## config.mk

```make
export PLATFORM = sky130hd
export DESIGN_NAME = framed_serial_port
export DESIGN_NICKNAME = d
export VERILOG_FILES = /design/src/rtl/fsp_pkg.sv /design/src/rtl/fsp_regs.sv /design/src/rtl/fsp_ctrl.sv /design/src/rtl/fsp_datapath.sv /design/src/rtl/framed_serial_port.sv
export SDC_FILE = /design/constraint.sdc
export NUM_CORES = 1
export LEC_CHECK = 0
export BUFFER_PORTS_ARGS = -buffer_cell sky130_fd_sc_hd__buf_2
export CAP_MARGIN = 40
export CORE_ASPECT_RATIO = 0.9
export CORE_MARGIN = 2
export CORE_UTILIZATION = 61
export CTS_BUF_LIST = sky130_fd_sc_hd__clkbuf_4
export DETAILED_ROUTE_END_ITERATION = 10
export PLACE_DENSITY_LB_ADDON = 0.05
export SETUP_SLACK_MARGIN = 0.05
export SLEW_MARGIN = 20
export SYNTH_ARGS = -nofsm -noshare
export SYNTH_HDL_FRONTEND = slang
export SYNTH_SLANG_ARGS = --single-unit
```

## constraint.sdc

```tcl
create_clock -name clk -period 2.5 [get_ports clk]
set_clock_uncertainty 0.1 [all_clocks]
set_input_delay 0.625 -clock clk [delete_from_list [all_inputs] [get_ports clk]]
set_output_delay 0.625 -clock clk [all_outputs]
set_load 0.02 [all_outputs]
```

## src/rtl/fsp_pkg.sv

```systemverilog
package fsp_pkg;
  localparam int WORD_MAX = 16;
  localparam int LEN_W = $clog2(WORD_MAX);

  // Control word layout (LSB first): lenM1, enable, invRfs, invTfs, intSclk, intRfs, intTfs
  typedef struct packed {
    logic intTfs;
    logic intRfs;
    logic intSclk;
    logic invTfs;
    logic invRfs;
    logic enable;
    logic [LEN_W-1:0] lenM1;
  } fsp_ctrl_t;

  // Strobes from the control side to the datapath
  typedef struct packed {
    logic sclkRise;
    logic sclkFall;
    logic txStart;
    logic rxStart;
    logic clear;
  } fsp_strobe_t;
endpackage

```

## src/rtl/fsp_regs.sv

```systemverilog
module fsp_regs
  import fsp_pkg::*;
#(
  parameter int REG_W = 16,
  parameter int DIV_W = 12
) (
  input  logic             clk,
  input  logic             rstN,
  input  logic             wrEn,
  input  logic [1:0]       addr,
  input  logic [REG_W-1:0] wrData,
  output logic [DIV_W-1:0] sclkDiv,
  output logic [DIV_W-1:0] fsDiv,
  output fsp_ctrl_t        ctrl,
  output logic             sclkReload,
  output logic             fsReload
);
  localparam int CTRL_W = $bits(fsp_ctrl_t);

  logic unusedHigh;
  assign unusedHigh = ^wrData[REG_W-1:CTRL_W];

  assign sclkReload = wrEn && (addr == 2'd0);
  assign fsReload   = wrEn && (addr == 2'd1);

  always_ff @(posedge clk or negedge rstN) begin
    if (!rstN) begin
      sclkDiv <= '0;
      fsDiv   <= '0;
      ctrl    <= '0;
    end else if (wrEn) begin
      case (addr)
        2'd0:    sclkDiv <= wrData[DIV_W-1:0];
        2'd1:    fsDiv   <= wrData[DIV_W-1:0];
        2'd2:    ctrl    <= fsp_ctrl_t'(wrData[CTRL_W-1:0]);
        default: ;
      endcase
    end
  end
endmodule

```

## src/rtl/fsp_ctrl.sv

```systemverilog
module fsp_ctrl
  import fsp_pkg::*;
#(
  parameter int DIV_W = 12
) (
  input  logic             clk,
  input  logic             rstN,
  input  fsp_ctrl_t        ctrl,
  input  logic [DIV_W-1:0] sclkDiv,
  input  logic [DIV_W-1:0] fsDiv,
  input  logic             sclkReload,
  input  logic             fsReload,
  input  logic             sclkIn,
  input  logic             rfsIn,
  input  logic             tfsIn,
  output logic             sclkOut,
  output logic             rfsOut,
  output logic             tfsOut,
  output fsp_strobe_t      strb
);
  logic [DIV_W-1:0] divCnt, frameCnt;
  logic sclkLvl, fsPulse, txArm, rxArm;
  logic [2:0] sclkSync;
  logic [1:0] rfsSync, tfsSync;
  logic divHit, intRise, intFall, extRise, extFall, rise, fall, rfsAct, tfsAct;

  assign divHit  = divCnt == sclkDiv;
  assign intRise = ctrl.enable & ctrl.intSclk & ~sclkReload & divHit & ~sclkLvl;
  assign intFall = ctrl.enable & ctrl.intSclk & ~sclkReload & divHit & sclkLvl;
  assign extRise = ctrl.enable & sclkSync[1] & ~sclkSync[2];
  assign extFall = ctrl.enable & ~sclkSync[1] & sclkSync[2];
  assign rise    = ctrl.intSclk ? intRise : extRise;
  assign fall    = ctrl.intSclk ? intFall : extFall;
  assign rfsAct  = ctrl.intRfs ? fsPulse : (rfsSync[1] ^ ctrl.invRfs);
  assign tfsAct  = ctrl.intTfs ? fsPulse : (tfsSync[1] ^ ctrl.invTfs);

  // serial clock divider
  always_ff @(posedge clk or negedge rstN) begin
    if (!rstN) begin
      divCnt  <= '0;
      sclkLvl <= 1'b0;
    end else if (!ctrl.enable || !ctrl.intSclk) begin
      divCnt  <= '0;
      sclkLvl <= 1'b0;
    end else if (sclkReload) begin
      divCnt <= '0;
    end else if (divHit) begin
      divCnt  <= '0;
      sclkLvl <= ~sclkLvl;
    end else begin
      divCnt <= divCnt + DIV_W'(1);
    end
  end

  // external pin synchronisers
  always_ff @(posedge clk or negedge rstN) begin
    if (!rstN) begin
      sclkSync <= '0;
      rfsSync  <= '0;
      tfsSync  <= '0;
    end else begin
      sclkSync <= {sclkSync[1:0], sclkIn};
      rfsSync  <= {rfsSync[0], rfsIn};
      tfsSync  <= {tfsSync[0], tfsIn};
    end
  end

  // frame sync generator, counts rising serial edges
  always_ff @(posedge clk or negedge rstN) begin
    if (!rstN) begin
      frameCnt <= '0;
      fsPulse  <= 1'b0;
    end else if (!ctrl.enable || fsReload) begin
      frameCnt <= '0;
      fsPulse  <= 1'b0;
    end else if (rise) begin
      if (frameCnt == fsDiv) begin
        frameCnt <= '0;
        fsPulse  <= 1'b1;
      end else begin
        frameCnt <= frameCnt + DIV_W'(1);
        fsPulse  <= 1'b0;
      end
    end
  end

  // frame detection on falling edges
  always_ff @(posedge clk or negedge rstN) begin
    if (!rstN) begin
      txArm <= 1'b0;
      rxArm <= 1'b0;
    end else if (!ctrl.enable) begin
      txArm <= 1'b0;
      rxArm <= 1'b0;
    end else if (fall) begin
      txArm <= tfsAct;
      rxArm <= rfsAct;
    end
  end

  assign sclkOut = sclkLvl;
  assign rfsOut  = (ctrl.enable & ctrl.intRfs & fsPulse) ^ ctrl.invRfs;
  assign tfsOut  = (ctrl.enable & ctrl.intTfs & fsPulse) ^ ctrl.invTfs;

  assign strb.sclkRise = rise;
  assign strb.sclkFall = fall;
  assign strb.txStart  = rise & txArm;
  assign strb.rxStart  = fall & rxArm;
  assign strb.clear    = ~ctrl.enable;
endmodule

```

## src/rtl/fsp_datapath.sv

```systemverilog
module fsp_datapath
  import fsp_pkg::*;
#(
  parameter int DATA_W = WORD_MAX
) (
  input  logic              clk,
  input  logic              rstN,
  input  fsp_strobe_t       strb,
  input  logic [LEN_W-1:0]  lenM1,
  input  logic              txWrEn,
  input  logic [DATA_W-1:0] txData,
  input  logic              drIn,
  output logic              dtOut,
  output logic [DATA_W-1:0] rxData,
  output logic              txIrq,
  output logic              rxIrq
);
  localparam int CNT_W = LEN_W + 1;

  logic [DATA_W-1:0] txBuf, txSh, rxSh, rxShNext;
  logic [LEN_W-1:0]  txIdx, idxDown;
  logic [CNT_W-1:0]  rxCnt, rxCntNext;
  logic txBusy, rxBusy, rxStep, rxDone;

  assign idxDown = txIdx - LEN_W'(1);

  always_ff @(posedge clk or negedge rstN) begin
    if (!rstN) txBuf <= '0;
    else if (txWrEn) txBuf <= txData;
  end

  // transmit shifter, MSB first on rising edges
  always_ff @(posedge clk or negedge rstN) begin
    if (!rstN) begin
      txSh   <= '0;
      txIdx  <= '0;
      txBusy <= 1'b0;
      dtOut  <= 1'b0;
      txIrq  <= 1'b0;
    end else if (strb.clear) begin
      txBusy <= 1'b0;
      dtOut  <= 1'b0;
      txIrq  <= 1'b0;
    end else if (strb.txStart) begin
      txSh   <= txBuf;
      txIdx  <= lenM1;
      dtOut  <= txBuf[lenM1];
      txBusy <= lenM1 != '0;
      txIrq  <= 1'b1;
    end else begin
      txIrq <= 1'b0;
      if (strb.sclkRise) begin
        if (txBusy) begin
          dtOut  <= txSh[idxDown];
          txIdx  <= idxDown;
          txBusy <= idxDown != '0;
        end else begin
          dtOut <= 1'b0;
        end
      end
    end
  end

  // receive shifter, sampled on falling edges
  always_comb begin
    rxStep    = strb.rxStart | (strb.sclkFall & rxBusy);
    rxShNext  = strb.rxStart ? {{(DATA_W-1){1'b0}}, drIn} : {rxSh[DATA_W-2:0], drIn};
    rxCntNext = strb.rxStart ? CNT_W'(1) : rxCnt + CNT_W'(1);
    rxDone    = rxCntNext == ({1'b0, lenM1} + CNT_W'(1));
  end

  always_ff @(posedge clk or negedge rstN) begin
    if (!rstN) begin
      rxSh   <= '0;
      rxCnt  <= '0;
      rxBusy <= 1'b0;
      rxData <= '0;
      rxIrq  <= 1'b0;
    end else if (strb.clear) begin
      rxBusy <= 1'b0;
      rxIrq  <= 1'b0;
    end else begin
      rxIrq <= 1'b0;
      if (rxStep) begin
        rxSh  <= rxShNext;
        rxCnt <= rxCntNext;
        if (rxDone) begin
          rxData <= rxShNext;
          rxIrq  <= 1'b1;
          rxBusy <= 1'b0;
        end else begin
          rxBusy <= 1'b1;
        end
      end
    end
  end
endmodule

```

## src/rtl/framed_serial_port.sv

```systemverilog
module framed_serial_port
  import fsp_pkg::*;
#(
  parameter int REG_W = 16,
  parameter int DIV_W = 12
) (
  input  logic                clk,
  input  logic                rstN,
  input  logic                regWrEn,
  input  logic [1:0]          regAddr,
  input  logic [REG_W-1:0]    regWrData,
  input  logic                txWrEn,
  input  logic [WORD_MAX-1:0] txData,
  output logic [WORD_MAX-1:0] rxData,
  output logic                txIrq,
  output logic                rxIrq,
  input  logic                sclkIn,
  output logic                sclkOut,
  input  logic                rfsIn,
  output logic                rfsOut,
  input  logic                tfsIn,
  output logic                tfsOut,
  input  logic                drIn,
  output logic                dtOut
);
  logic [DIV_W-1:0] sclkDiv, fsDiv;
  logic sclkReload, fsReload;
  fsp_ctrl_t ctrlReg;
  fsp_strobe_t strb;

  fsp_regs #(.REG_W(REG_W), .DIV_W(DIV_W)) u_regs (
    .clk(clk), .rstN(rstN), .wrEn(regWrEn), .addr(regAddr), .wrData(regWrData),
    .sclkDiv(sclkDiv), .fsDiv(fsDiv), .ctrl(ctrlReg),
    .sclkReload(sclkReload), .fsReload(fsReload)
  );

  fsp_ctrl #(.DIV_W(DIV_W)) u_ctrl (
    .clk(clk), .rstN(rstN), .ctrl(ctrlReg), .sclkDiv(sclkDiv), .fsDiv(fsDiv),
    .sclkReload(sclkReload), .fsReload(fsReload),
    .sclkIn(sclkIn), .rfsIn(rfsIn), .tfsIn(tfsIn),
    .sclkOut(sclkOut), .rfsOut(rfsOut), .tfsOut(tfsOut), .strb(strb)
  );

  fsp_datapath #(.DATA_W(WORD_MAX)) u_dp (
    .clk(clk), .rstN(rstN), .strb(strb), .lenM1(ctrlReg.lenM1),
    .txWrEn(txWrEn), .txData(txData), .drIn(drIn),
    .dtOut(dtOut), .rxData(rxData), .txIrq(txIrq), .rxIrq(rxIrq)
  );
endmodule

```

======== After elaboration in Yosys (flattened, before gate mapping) ========
Index checks and enable logic that the tools add are counted.
storage, ports and cells
  register bits after elaboration ......... 146
  bits of input ports ..................... 42
  output and inout bits ................... 22
cells by class
  add/subtract/negate cells ............... 5
  magnitude comparators ................... 2
  equality and inequality tests ........... 9
  mux-type cells .......................... 45
  bitwise logic cells ..................... 25
  reductions and logical operators ........ 21
operators with widths
  cell                     number
  $mux W12                 6
  $mux W1                  32
  $add A12 B1 Y12 const B  2
  $eq A12 B12 Y1           2
  $and A1 B1 Y1            16
  $mux W16                 1
  $mux W4                  3
  $reduce_and A2 Y1        6
  $lt A4 B5 Y1 const B     2
  $bmux W1 S4              2
  $reduce_bool A2 Y1       4
  $reduce_bool A4 Y1       2
  $reduce_and A3 Y1        2
  $add A4 B1 Y5 const B    1
  $add A5 B1 Y5 const B    1
  $eq A5 B5 Y1             1
  $mux W5                  1
  $ne A2 B1 Y1 const B     2
  $not A1 Y1               4
  $sub A4 B1 Y4 const B    1
  $xor A1 B1 Y1            4
  $ne A3 B2 Y1 const B     1
  $eq A2 B1 Y1 const B     1
  $eq A2 B2 Y1 const B     1
  other kinds (6)          9

======== Logic depth before layout (Yosys ltp) ========
Gate-level depths: netlist of run 1.
  word-level depth ........................ 13
  depth in mapped cells ................... 10

======== Modules after synthesis ========
From an unflattened synthesis of run 1, not the netlist that was laid out.
second synthesis, totals
  cells, all modules ...................... 607
  area total of the unflattened synthesis .. 7,004.2 um^2
by module, submodules not included
  module        times used  cells each  area an instance (um^2)  seq. area each (um^2)
  fsp_datapath  1           310         3,633.5                  1,926.8
  fsp_ctrl      1           222         2,060.7                  875.8
  fsp_regs      1           75          1,310.0                  850.8

======== Least setup slack after synthesis of run 1 ========
OpenSTA, ideal clock, no wires.
  path type ............................... input-to-reg
  start point ............................. in regAddr[1]
  end point ............................... reg u_dp.txSh[10]
  library setup time ...................... 0.127 ns
  data arrival time ....................... 2.007 ns
  required time ........................... 2.273 ns
  slack ................................... 0.265 ns
  stages on the path ...................... 7
  buffers on the path ..................... 1
  cell sequence ........................... nor3b_2 nor3b_1 and4_4 o21ai_4 nor2_8 buf_6 mux2_1
between the ends
  word-level cells in the longest chain between the ends .. 9
RTL lines
  what                                line                      RTL
  start: declaration                  framed_serial_port.sv:10  input logic [1:0] regAddr,
  $logic_not A2 Y1                    fsp_regs.sv:23            assign sclkReload = wrEn && (addr == 2'd0);
  $logic_and A1 B1 Y1                 fsp_regs.sv:23
  $not A1 Y1                          fsp_ctrl.sv:28            assign intRise = ctrl.enable & ctrl.intSclk & ~sclkReload & divHit & ~sclkLvl;
  $and A1 B1 Y1 (3 in a row)          fsp_ctrl.sv:28
  $mux W1                             fsp_ctrl.sv:32            assign rise = ctrl.intSclk ? intRise : extRise;
  $and A1 B1 Y1                       fsp_ctrl.sv:107           assign strb.txStart = rise & txArm;
  $reduce_and A2 Y1 (no source line)  n/a
  end signal: assignment              fsp_datapath.sv:45        txSh <= txBuf;
  end: declaration                    fsp_datapath.sv:20        logic [DATA_W-1:0] txBuf, txSh, rxSh, rxShNext;
Every way passes these cells.
A chain may end at the register's enable or synchronous reset.

======== Final worst setup path of run 1 ========
  start point ............................. reg u_regs.ctrl[4] (netlist name)
  end point ............................... out tfsOut
between the ends
  word-level cells in the longest chain between the ends .. 3
RTL lines
  what                        line                      RTL
  $and A1 B1 Y1 (2 in a row)  fsp_ctrl.sv:103           assign tfsOut = (ctrl.enable & ctrl.intTfs & fsPulse) ^ ctrl.invTfs;
  $xor A1 B1 Y1               fsp_ctrl.sv:103
  end: declaration            framed_serial_port.sv:22  output logic tfsOut,
Every way passes these cells.

==> results.json, run 1 <==
{
  "io_buffers": 59,
  "worstHoldStart": "rfsIn",
  "dp_hpwl_um": 9130,
  "io_pins": 64,
  "worstHoldPathType": "primary input to flip-flop",
  "crit_path_top_delay_cell": "dfrtp_2",
  "avgViaCountPerCell": 5.76,
  "place_ws_ns": -0.0108,
  "yosysWarningCount": 0,
  "period_share": 0.933,
  "grt_pass1_vias": 4443,
  "worst_slack_ns": 0.169,
  "grt_start_max_net_pins": 67,
  "cp_top_family": "buffers and inverters",
  "arrival_ns": 1.61,
  "syn_avg_cell_area_um2": 12.7,
  "critPathMaxFanout": 11,
  "relSlewSlack": 0.637,
  "cts_max_path_buffers": 2,
  "max_stage_delay_ns": 0.37,
  "use_met2": 0.368,
  "fmax_ghz": 0.429,
  "synth_cells": 532,
  "place.gp.congestion": 0.841,
  "setup_tns_ns": 0,
  "ys_seq_area_frac": 0.540,
  "clock_latency_ns": 0.55,
  "area_growth_pct": 11.1,
  "die_x_um": 115,
  "antenna_found_initial": 0,
  "hold_slack_ns": 0.0737,
  "min_delay_worst_endpoint": "u_ctrl.rfsSync[0]$_DFF_PN0_",
  "cp.buffers_inverters": 2,
  "maxCapViolCount": 0,
  "final_nets": 654,
  "synth_nets": 581,
  "rr_startpoint": "u_regs.ctrl[1]$_DFFE_PN0P_",
  "drv_slew": 0,
  "drt_iter0_drc": 299,
  "wl_um": 12700,
  "power_density_mw_per_mm2": 642,
  "r2r_end": "u_dp.rxData[1]$_DFFE_PN0P_",
  "initial_core_util": 0.625,
  "clock_sinks": 146,
  "htreeDepth": 4,
  "vias": 4308,
  "die_area_mm2": 0.0119,
  "worstMarginPinSlew_ns": 0.543,
  "period_needed_ns": 2.33,
  "reg2regPathDepth": 8,
  "status": "finished, final reports clean",
  "hold_depth": 1,
  "die_y_um": 104,
  "required_ns": 1.77,
  "vdd_drop_max_mv": 0.493,
  "grt-busiest-layer": "met2",
  "globalRouteMet1Util": 0.312,
  "drc": 0,
  "wl_per_cell_um": 17.0,
  "crit_cells": 4,
  "grt.total_usage": 0.232,
  "grt-ovfl-total": 0,
  "cp-start-kind": "flip-flop",
  "cts_tree": "built",
  "setup_viol": 0,
  "yosys.cell_types.count": 53,
  "finalHoldViolations": 0,
  "met3_usage": 0.0571,
  "rows": 36,
  "leakage_nw": 3.54,
  "syn_area_mm2": 0.00676,
  "ys_seq_elements": 146,
  "crit_type": "flip-flop to output pin",
  "grt_pass1_wl_um": 21500,
  "cts_made_buffers": 17,
  "drtAntennaViolNets": 0,
  "num_antenna_cells": 0,
  "clk_pin_slew_ns": 0.11,
  "path_cells": "buf_4, nand3_1, xnor2_1, buf_2",
  "final_layout_size_suffix_gt1_frac": 0.306,
  "endpoint_kind": "output pin",
  "ff2ff_setup_slack_ns": 0.22,
  "core_mm2": 0.0108,
  "rsz0062_at_grt": "no",
  "dr.pass1.iters": 4,
  "root_buffer": "clkbuf_4"
}
[repair_timing]
| action | CTS | global route |
|---|---|---|
| hold buffers | 1 | 0 |
| endpoints found under the hold margin | 33 | 0 |
| setup endpoints to repair | 2 | 0 |
| buffers inserted | 1 | 0 |
| resized for setup | 1 | 0 |
[power breakdown]
part           internal, W  total [W]  switching (W)
registers          0.00254    0.00269       0.000157
logic             0.000386   0.000765       0.000378
clock network     0.000593    0.00136       0.000770
[layer usage]
| metal | vias up | part of all wire |
|---|---|---|
| met4 | 0 | 0.018 |
| met5 | - | 0 |
| met3 | 20 | 0.036 |
| met2 | 85 | 0.49 |
| li1 | 2049 | - |
| met1 | 2154 | 0.46 |
[cell type report]
| cell class | instances | area (um2) |
|---|---|---|
| flip-flops and latches | 146 | 3650 |
| inverters | 13 | 48.8 |
| fillers | 819 | 3300 |
| clock buffers | 20 | 150 |
| well taps | 133 | 166 |
| clock inverters | 9 | 92.6 |
| multi-input cells | 350 | 2940 |
| repair buffers | 77 | 464 |
[placed cells by master, fill, tap and decap left out, drive strengths merged, types with 3 or more instances in the layout]
master	count
mux4	10
xor2	30
o22ai	3
dfrtp	146
mux2i	4
nor4	4
ha	7
and4	3
clkbuf	20
nor2	38
clkinv	6
nor2b	3
xnor2	24
a22o	32
nor3b	3
o21ai	26
mux2	68
nand2	20
and3	12
nand3	17
nor3	4
nand4	6
inv	13
a21oi	12
or2	3
buf	76
[sequential cells by signal, summed over array words and instances (netlist names), 4 cells and up]
name and flops:
u_dp.rxData 16, u_regs.fsDiv 12, u_dp.txBuf 16, u_dp.txSh 16
u_ctrl.divCnt 12, u_dp.txIdx 4, u_dp.rxCnt 5, u_dp.rxSh 15
u_ctrl.frameCnt 12, u_regs.sclkDiv 12, u_regs.ctrl 10
[through the flow]
stage               cells  power [W]  instance area, um2   util
global route          748    0.00506                7510  0.695
global placement      717    0.00347                7250  0.671
detailed placement    717    0.00350                7250  0.671
floorplan             532    0.00324                6760      -
CTS                   748    0.00487                7510  0.695
finish                748    0.00482                7510  0.695
[synth_stat cells (all sizes together)]
| cell type | instances | share of area |
|---|---|---|
| xnor2 | 24 | 0.031 |
| a21boi | 1 | 0.0011 |
| and4 | 3 | 0.0046 |
| o21a | 1 | 0.0011 |
| nor4bb | 1 | 0.0015 |
| a22oi | 1 | 0.0011 |
| buf | 11 | 0.012 |
| nand2 | 20 | 0.011 |
| dfrtp | 146 | 0.54 |
| a211oi | 1 | 0.0011 |
| a21oi | 12 | 0.0094 |
| xnor3 | 2 | 0.0067 |
| nand3 | 17 | 0.013 |
| o22ai | 3 | 0.0028 |
| xor2 | 30 | 0.039 |
| nor3b | 3 | 0.0041 |
| nand3b | 2 | 0.0022 |
| and3 | 12 | 0.011 |
| a221oi | 1 | 0.0013 |
| nor3 | 4 | 0.0030 |
| mux2i | 4 | 0.0059 |
| a211o | 1 | 0.0013 |
| nor2 | 38 | 0.026 |
| nand2b | 2 | 0.0030 |
| o21ai | 26 | 0.021 |
| mux4 | 10 | 0.033 |
| or2 | 3 | 0.0028 |
| inv | 13 | 0.0072 |
| a22o | 32 | 0.041 |
| nand4b | 1 | 0.0013 |
| o32ai | 1 | 0.0013 |
| ha | 7 | 0.013 |
| o21bai | 2 | 0.0022 |
| o211ai | 1 | 0.0011 |
| nand4 | 6 | 0.0056 |
| clkbuf | 12 | 0.0067 |
| o31ai | 1 | 0.0019 |
| mux2 | 68 | 0.11 |
| nor2b | 3 | 0.0028 |
| and2 | 2 | 0.0019 |
| nor4 | 4 | 0.010 |
[worst max path at each step]
stage / start / end / slack (ns)
after global routing: u_regs.ctrl[4]$_DFFE_PN0P_ / rfsOut / 0.07
after floorplan: regAddr[1] / u_dp.txSh[10]$_DFFE_PN0P_ / 0.27
after global placement: regAddr[1] / u_ctrl.frameCnt[7]$_DFFE_PN0P_ / 0.04
after detailed placement: regAddr[1] / u_ctrl.frameCnt[7]$_DFFE_PN0P_ / -0.01
final: u_regs.ctrl[4]$_DFFE_PN0P_ / tfsOut / 0.17
after CTS: u_regs.ctrl[4]$_DFFE_PN0P_ / tfsOut / 0.12
[kinds of logic after synthesis]
logic type      synth area share
compound gates            0.0886
xor+xnor                  0.0766
fa+ha+maj                 0.0130
buf+inv                   0.0255
flops                      0.540
mux                        0.152
simple gates               0.103
No activity file was read; power rests on OpenSTA's default activity.
==> inputs of run 2 (changes only) <==
--- a/config.mk
+++ b/config.mk
@@ -7,12 +7,13 @@
 export LEC_CHECK = 0
 export BUFFER_PORTS_ARGS = -buffer_cell sky130_fd_sc_hd__buf_2
 export CAP_MARGIN = 40
-export CORE_ASPECT_RATIO = 0.9
+export CORE_ASPECT_RATIO = 2
 export CORE_MARGIN = 2
 export CORE_UTILIZATION = 61
 export CTS_BUF_LIST = sky130_fd_sc_hd__clkbuf_4
 export DETAILED_ROUTE_END_ITERATION = 10
 export PLACE_DENSITY_LB_ADDON = 0.05
+export RECOVER_POWER = 50
 export SETUP_SLACK_MARGIN = 0.05
 export SLEW_MARGIN = 20
 export SYNTH_ARGS = -nofsm -noshare
==> constraint.sdc (replaced) <==
create_clock -name clk -period 2.64 [get_ports clk]
set_clock_uncertainty 0.1 [all_clocks]
set_input_delay 0.66 -clock clk [delete_from_list [all_inputs] [get_ports clk]]
set_output_delay 0.66 -clock clk [all_outputs]
set_load 0.02 [all_outputs]
==> results.json, run 2 (synthesis gave the netlist of run 1 again) <==
{
  "status": "finished, final reports clean",
  "io_buffers": 59,
  "cp-start-kind": "primary input",
  "die_x_um": 78.4,
  "place.gp.congestion": 0.831,
  "hold_slack_ns": 0.129,
  "vias": 4393,
  "grt_pass1_vias": 4717,
  "max_stage_delay_ns": 0.67,
  "critPathMaxFanout": 5,
  "avgViaCountPerCell": 5.80,
  "endpoint_kind": "flip-flop",
  "final_common_cell": "dfrtp_1",
  "register_area_mm2": 0.00365,
  "holdBufCountCts": 1,
  "core_mm2": 0.0109,
  "worstHoldPathType": "primary input to flip-flop",
  "die_area_mm2": 0.0120,
  "drtAntennaViolNets": 0,
  "clk_pin_slew_ns": 0.11,
  "wl_um": 13400,
  "relSlewSlack": 0.0128,
  "crit_path_top_delay_cell": "nor3b_1",
  "wl_per_cell_um": 17.7,
  "clock_sinks": 146,
  "rows": 54,
  "finalHoldViolations": 0,
  "setup_viol": 0,
  "grt-ovfl-total": 0,
  "maxCapViolCount": 0,
  "grt_pass1_wl_um": 23100,
  "power_density_mw_per_mm2": 624,
  "worstMarginPinSlew_ns": 1.48,
  "arrival_ns": 2.73,
  "multi_input_area_mm2": 0.00293,
  "final_nets": 654,
  "root_buffer": "clkbuf_4",
  "nFillCells": 817,
  "period_share": 0.923,
  "antenna_found_initial": 1,
  "dr.pass1.iters": 4,
  "drt_iter0_drc": 237,
  "ctsResizeCount": 0,
  "vdd_drop_max_mv": 0.508,
  "rsz0062_at_grt": "no",
  "path_cells": "clkbuf_1, nor3b_1, nor3b_1, and4_4, or2_2, o21ai_0, o21ai_0",
  "crit_type": "primary input to flip-flop",
  "drc": 0,
  "fmax_ghz": 0.410,
  "cts_made_buffers": 17,
  "grt_start_max_net_pins": 60,
  "grt.total_usage": 0.251,
  "numPlacedInstances": 725,
  "die_y_um": 153,
  "initial_core_util": 0.622,
  "required_ns": 2.94,
  "stdcell_count": 758,
  "area_growth_pct": 11.7,
  "drv_slew": 0,
  "htreeDepth": 4,
  "leakage_nw": 3.55,
  "cts_setup_buffers": 0,
  "clock_latency_ns": 0.53,
  "dp_hpwl_um": 9950,
  "reg_top3": "u_dp.rxData (16), u_dp.txBuf (16), u_dp.txSh (16)",
  "mostFrequentLayoutCells": "146 x dfrtp_1, 59 x mux2_2, 55 x buf_2",
  "cts_tree": "built",
  "period_needed_ns": 2.44,
  "final_layout_size_suffix_gt1_frac": 0.301,
  "cts_max_path_buffers": 2,
  "io_pins": 64
}
## run 2: worst paths after layout
path	slack, ns	depth (start not counted)	start	end
min in group asynchronous	0.91	2	rstN	u_dp.txBuf[8]$_DFFE_PN0P_
hold / removal	0.13	1	rfsIn	u_ctrl.rfsSync[0]$_DFF_PN0_
setup reg to reg	0.35	8	u_regs.ctrl[0]$_DFFE_PN0P_	u_dp.rxData[1]$_DFFE_PN0P_
max in group asynchronous	0.40	3	rstN	u_regs.fsDiv[7]$_DFFE_PN0P_
setup / recovery	0.20	7	regAddr[1]	u_ctrl.frameCnt[5]$_DFFE_PN0P_
hold reg to reg	0.26	0	u_ctrl.rfsSync[0]$_DFF_PN0_	u_ctrl.rfsSync[1]$_DFF_PN0_
## run 2: power by group
part	internal (W)	leakage (nW)	switching, W
Combinational	0.000362	1.48	0.000360
Clock	0.000676	0.160	0.000751
Sequential	0.00240	1.91	0.000160
## run 2: worst max-delay path: cells and delay by family
family                 cells  cell delay [ns]
AND/OR/NAND/NOR            4             1.36
AO/OA/AOI/OAI              2             0.61
buffers and inverters      1             0.10
## run 2: final cells by class
class / count / area share
flip-flops and latches: 146 / 0.484
multi-input cells: 350 / 0.388
repair buffers: 77 / 0.0597
well taps: 140 / 0.0232
clock buffers: 20 / 0.0199
clock inverters: 11 / 0.0184
inverters: 13 / 0.00646
diodes: 1 / 0.000331
## run 2: stage by stage
stage	power [W]	utilization	setup slack [ns]	TNS, ns	cell area [um2]
2_1_floorplan	0.00307	-	0.370	0	6760
3_3_place_gp	0.00330	0.669	0.0967	0	7280
3_5_place_dp	0.00334	0.669	-0.0158	-0.0334	7280
4_1_cts	0.00477	0.697	0.230	0	7580
5_1_grt	0.00496	0.694	0.108	0	7550
6_report	0.00471	0.694	0.202	0	7550
## run 2: per-layer routing
metal / wire length [um] / GRT usage / vias to the layer above
met1: 5000 / 0.279 / 2207
met2: 7650 / 0.461 / 103
met4: 287 / 0.0860 / 0
met5: 0 / 0 / -
met3: 459 / 0.0596 / 23
li1: - / - / 2060
==> inputs of run 3 (changes only) <==
--- a/config.mk
+++ b/config.mk
@@ -9,7 +9,7 @@
 export CAP_MARGIN = 40
 export CORE_ASPECT_RATIO = 2
 export CORE_MARGIN = 2
-export CORE_UTILIZATION = 61
+export CORE_UTILIZATION = 60
 export CTS_BUF_LIST = sky130_fd_sc_hd__clkbuf_4
 export DETAILED_ROUTE_END_ITERATION = 10
 export PLACE_DENSITY_LB_ADDON = 0.05
==> results.json, run 3 (synthesis gave the netlist of run 1 again) <==
{
  "root_buffer": "clkbuf_4",
  "switchingPower_w": 0.00131,
  "cp-start-kind": "flip-flop",
  "mostFrequentLayoutCells": "145 x dfrtp_1, 59 x mux2_2, 55 x buf_2",
  "htreeDepth": 4,
  "initial_core_util": 0.618,
  "failed_checks": "capacitance limit, slew limit",
  "grt-ovfl-total": 0,
  "clk_pin_slew_ns": 0.13,
  "cts_tree": "built",
  "crit_cells": 6,
  "finalInstanceArea_mm2": 0.00759,
  "io_pins": 64,
  "rows": 54,
  "grt.total_usage": 0.238,
  "antenna_found_initial": 1,
  "fmax_ghz": 0.411,
  "hold_slack_ns": 0.126,
  "drt_iter0_drc": 211,
  "dr.pass1.iters": 5,
  "die_area_mm2": 0.0122,
  "avgViaCountPerCell": 5.76,
  "status": "finished, violations left",
  "core_mm2": 0.0109,
  "worstMarginPinSlew_ns": 1.64,
  "die_x_um": 79.1,
  "clock_sinks": 146,
  "finalHoldViolations": 0,
  "area_growth_pct": 12.2,
  "p_comb_frac": 0.146,
  "arrival_ns": 2.75,
  "leakage_nw": 3.55,
  "vdd_drop_max_mv": 0.500,
  "max_stage_delay_ns": 0.47,
  "clockPowerShare": 0.333,
  "final_nets": 650,
  "cp_top_family": "simple AND/OR/NAND/NOR gates",
  "crit_type": "flip-flop to flip-flop",
  "nFillCells": 842,
  "reg2regPathDepth": 6,
  "grt_pass1_vias": 4593,
  "startpoint": "u_ctrl.divCnt[2]$_DFF_PN0_",
  "die_y_um": 154,
  "clock_latency_ns": 0.53,
  "required_ns": 2.95,
  "worstHoldPathType": "primary input to flip-flop",
  "path_cells": "xor2_1, nor4_4, and4_4, o21ai_4, nor2_8, mux2_2",
  "period_share": 0.922,
  "final_layout_size_suffix_gt1_frac": 0.300,
  "wl_um": 13200,
  "final_common_cell": "dfrtp_1",
  "reg_top3": "u_dp.rxData (16), u_dp.txBuf (16), u_dp.txSh (16)",
  "drc": 0,
  "io_buffers": 59,
  "setup_viol": 0,
  "maxCapViolCount": 1,
  "dp_hpwl_um": 9800,
  "crit_path_top_delay_cell": "dfrtp_1",
  "postPlaceCellArea_mm2": 0.00724,
  "setup_tns_ns": 0,
  "place.gp.congestion": 0.825,
  "grt_start_max_net_pins": 70,
  "switching_share": 0.266,
  "grt_pass1_wl_um": 22400,
  "vias": 4346,
  "critPathMaxFanout": 18,
  "cp.buffers_inverters": 0,
  "power_density_mw_per_mm2": 647,
  "cts_made_buffers": 17,
  "wl_per_cell_um": 17.5,
  "ff2ff_setup_slack_ns": 0.21,
  "internal_power_w": 0.00360,
  "relSlewSlack": -0.0960,
  "rsz0062_at_grt": "no",
  "drtAntennaViolNets": 0,
  "rr_startpoint": "u_ctrl.divCnt[2]$_DFF_PN0_",
  "r2r_end": "u_dp.txSh[2]$_DFFE_PN0P_",
  "endpoint_kind": "flip-flop",
  "crit_end": "u_dp.txSh[2]$_DFFE_PN0P_",
  "period_needed_ns": 2.43,
  "p_seq_frac": 0.521,
  "cts_max_path_buffers": 2,
  "drv_slew": 28
}
==> run 3: timing repair <==
item,4_1_cts,5_1_grt
gates resized for setup,1,0
setup buffers,0,1
endpoints found under the hold margin,27,0
hold buffers,1,0
endpoints found under the setup margin,1,1
==> run 3: area by class of cell <==
class	count	area, um2	share of cell area
Multi-Input combinational cell	350	2940	0.387
Tap cell	140	175	0.0231
Inverter	13	48.8	0.00643
Antenna cell	1	2.50	0.000330
Clock buffer	17	128	0.0168
Sequential cell	146	3650	0.482
Clock inverter	14	211	0.0279
Timing Repair Buffer	73	432	0.0569
==> run 3: layer usage <==
metal / up-vias / track usage / part of all wire
met1: 2185 / 0.276 / 0.39
met2: 96 / 0.430 / 0.57
met5: - / 0 / 0
li1: 2042 / - / -
met4: 0 / 0.0780 / 0.017
met3: 23 / 0.0534 / 0.028
==> run 3: worst min path at each step <==
stage | depth (start not counted) | endpoint | slack [ns] | from
floorplan | 0 | u_ctrl.rfsSync[1]$_DFF_PN0_ | 0.23 | u_ctrl.rfsSync[0]$_DFF_PN0_
detailed placement | 0 | u_ctrl.tfsSync[1]$_DFF_PN0_ | 0.24 | u_ctrl.tfsSync[0]$_DFF_PN0_
CTS | 1 | u_ctrl.sclkSync[0]$_DFF_PN0_ | 0.08 | sclkIn
global route | 1 | u_ctrl.rfsSync[0]$_DFF_PN0_ | 0.07 | rfsIn
finish | 1 | u_ctrl.sclkSync[0]$_DFF_PN0_ | 0.13 | sclkIn
global placement | 0 | u_ctrl.sclkSync[1]$_DFF_PN0_ | 0.24 | u_ctrl.sclkSync[0]$_DFF_PN0_
==> run 3: power by group through the flow <==
stage                     clock, W  sequential (W)  combinational, W
after floorplan                  0         0.00254          0.000527
after global placement           0         0.00260          0.000691
after detailed placement         0         0.00261          0.000712
after CTS                  0.00167         0.00257          0.000718
after global routing       0.00177         0.00258          0.000790
final                      0.00163         0.00256          0.000718
==> run 3: per-stage QoR <==
step                power [W]  cells  setup WS [ns]  utilization
finish                0.00491    754          0.205        0.693
global route          0.00514    754         0.0801        0.693
CTS                   0.00496    752          0.123        0.694
detailed placement    0.00332    720          0.113        0.662
global placement      0.00329    720          0.158        0.662
floorplan             0.00307    532          0.370            -
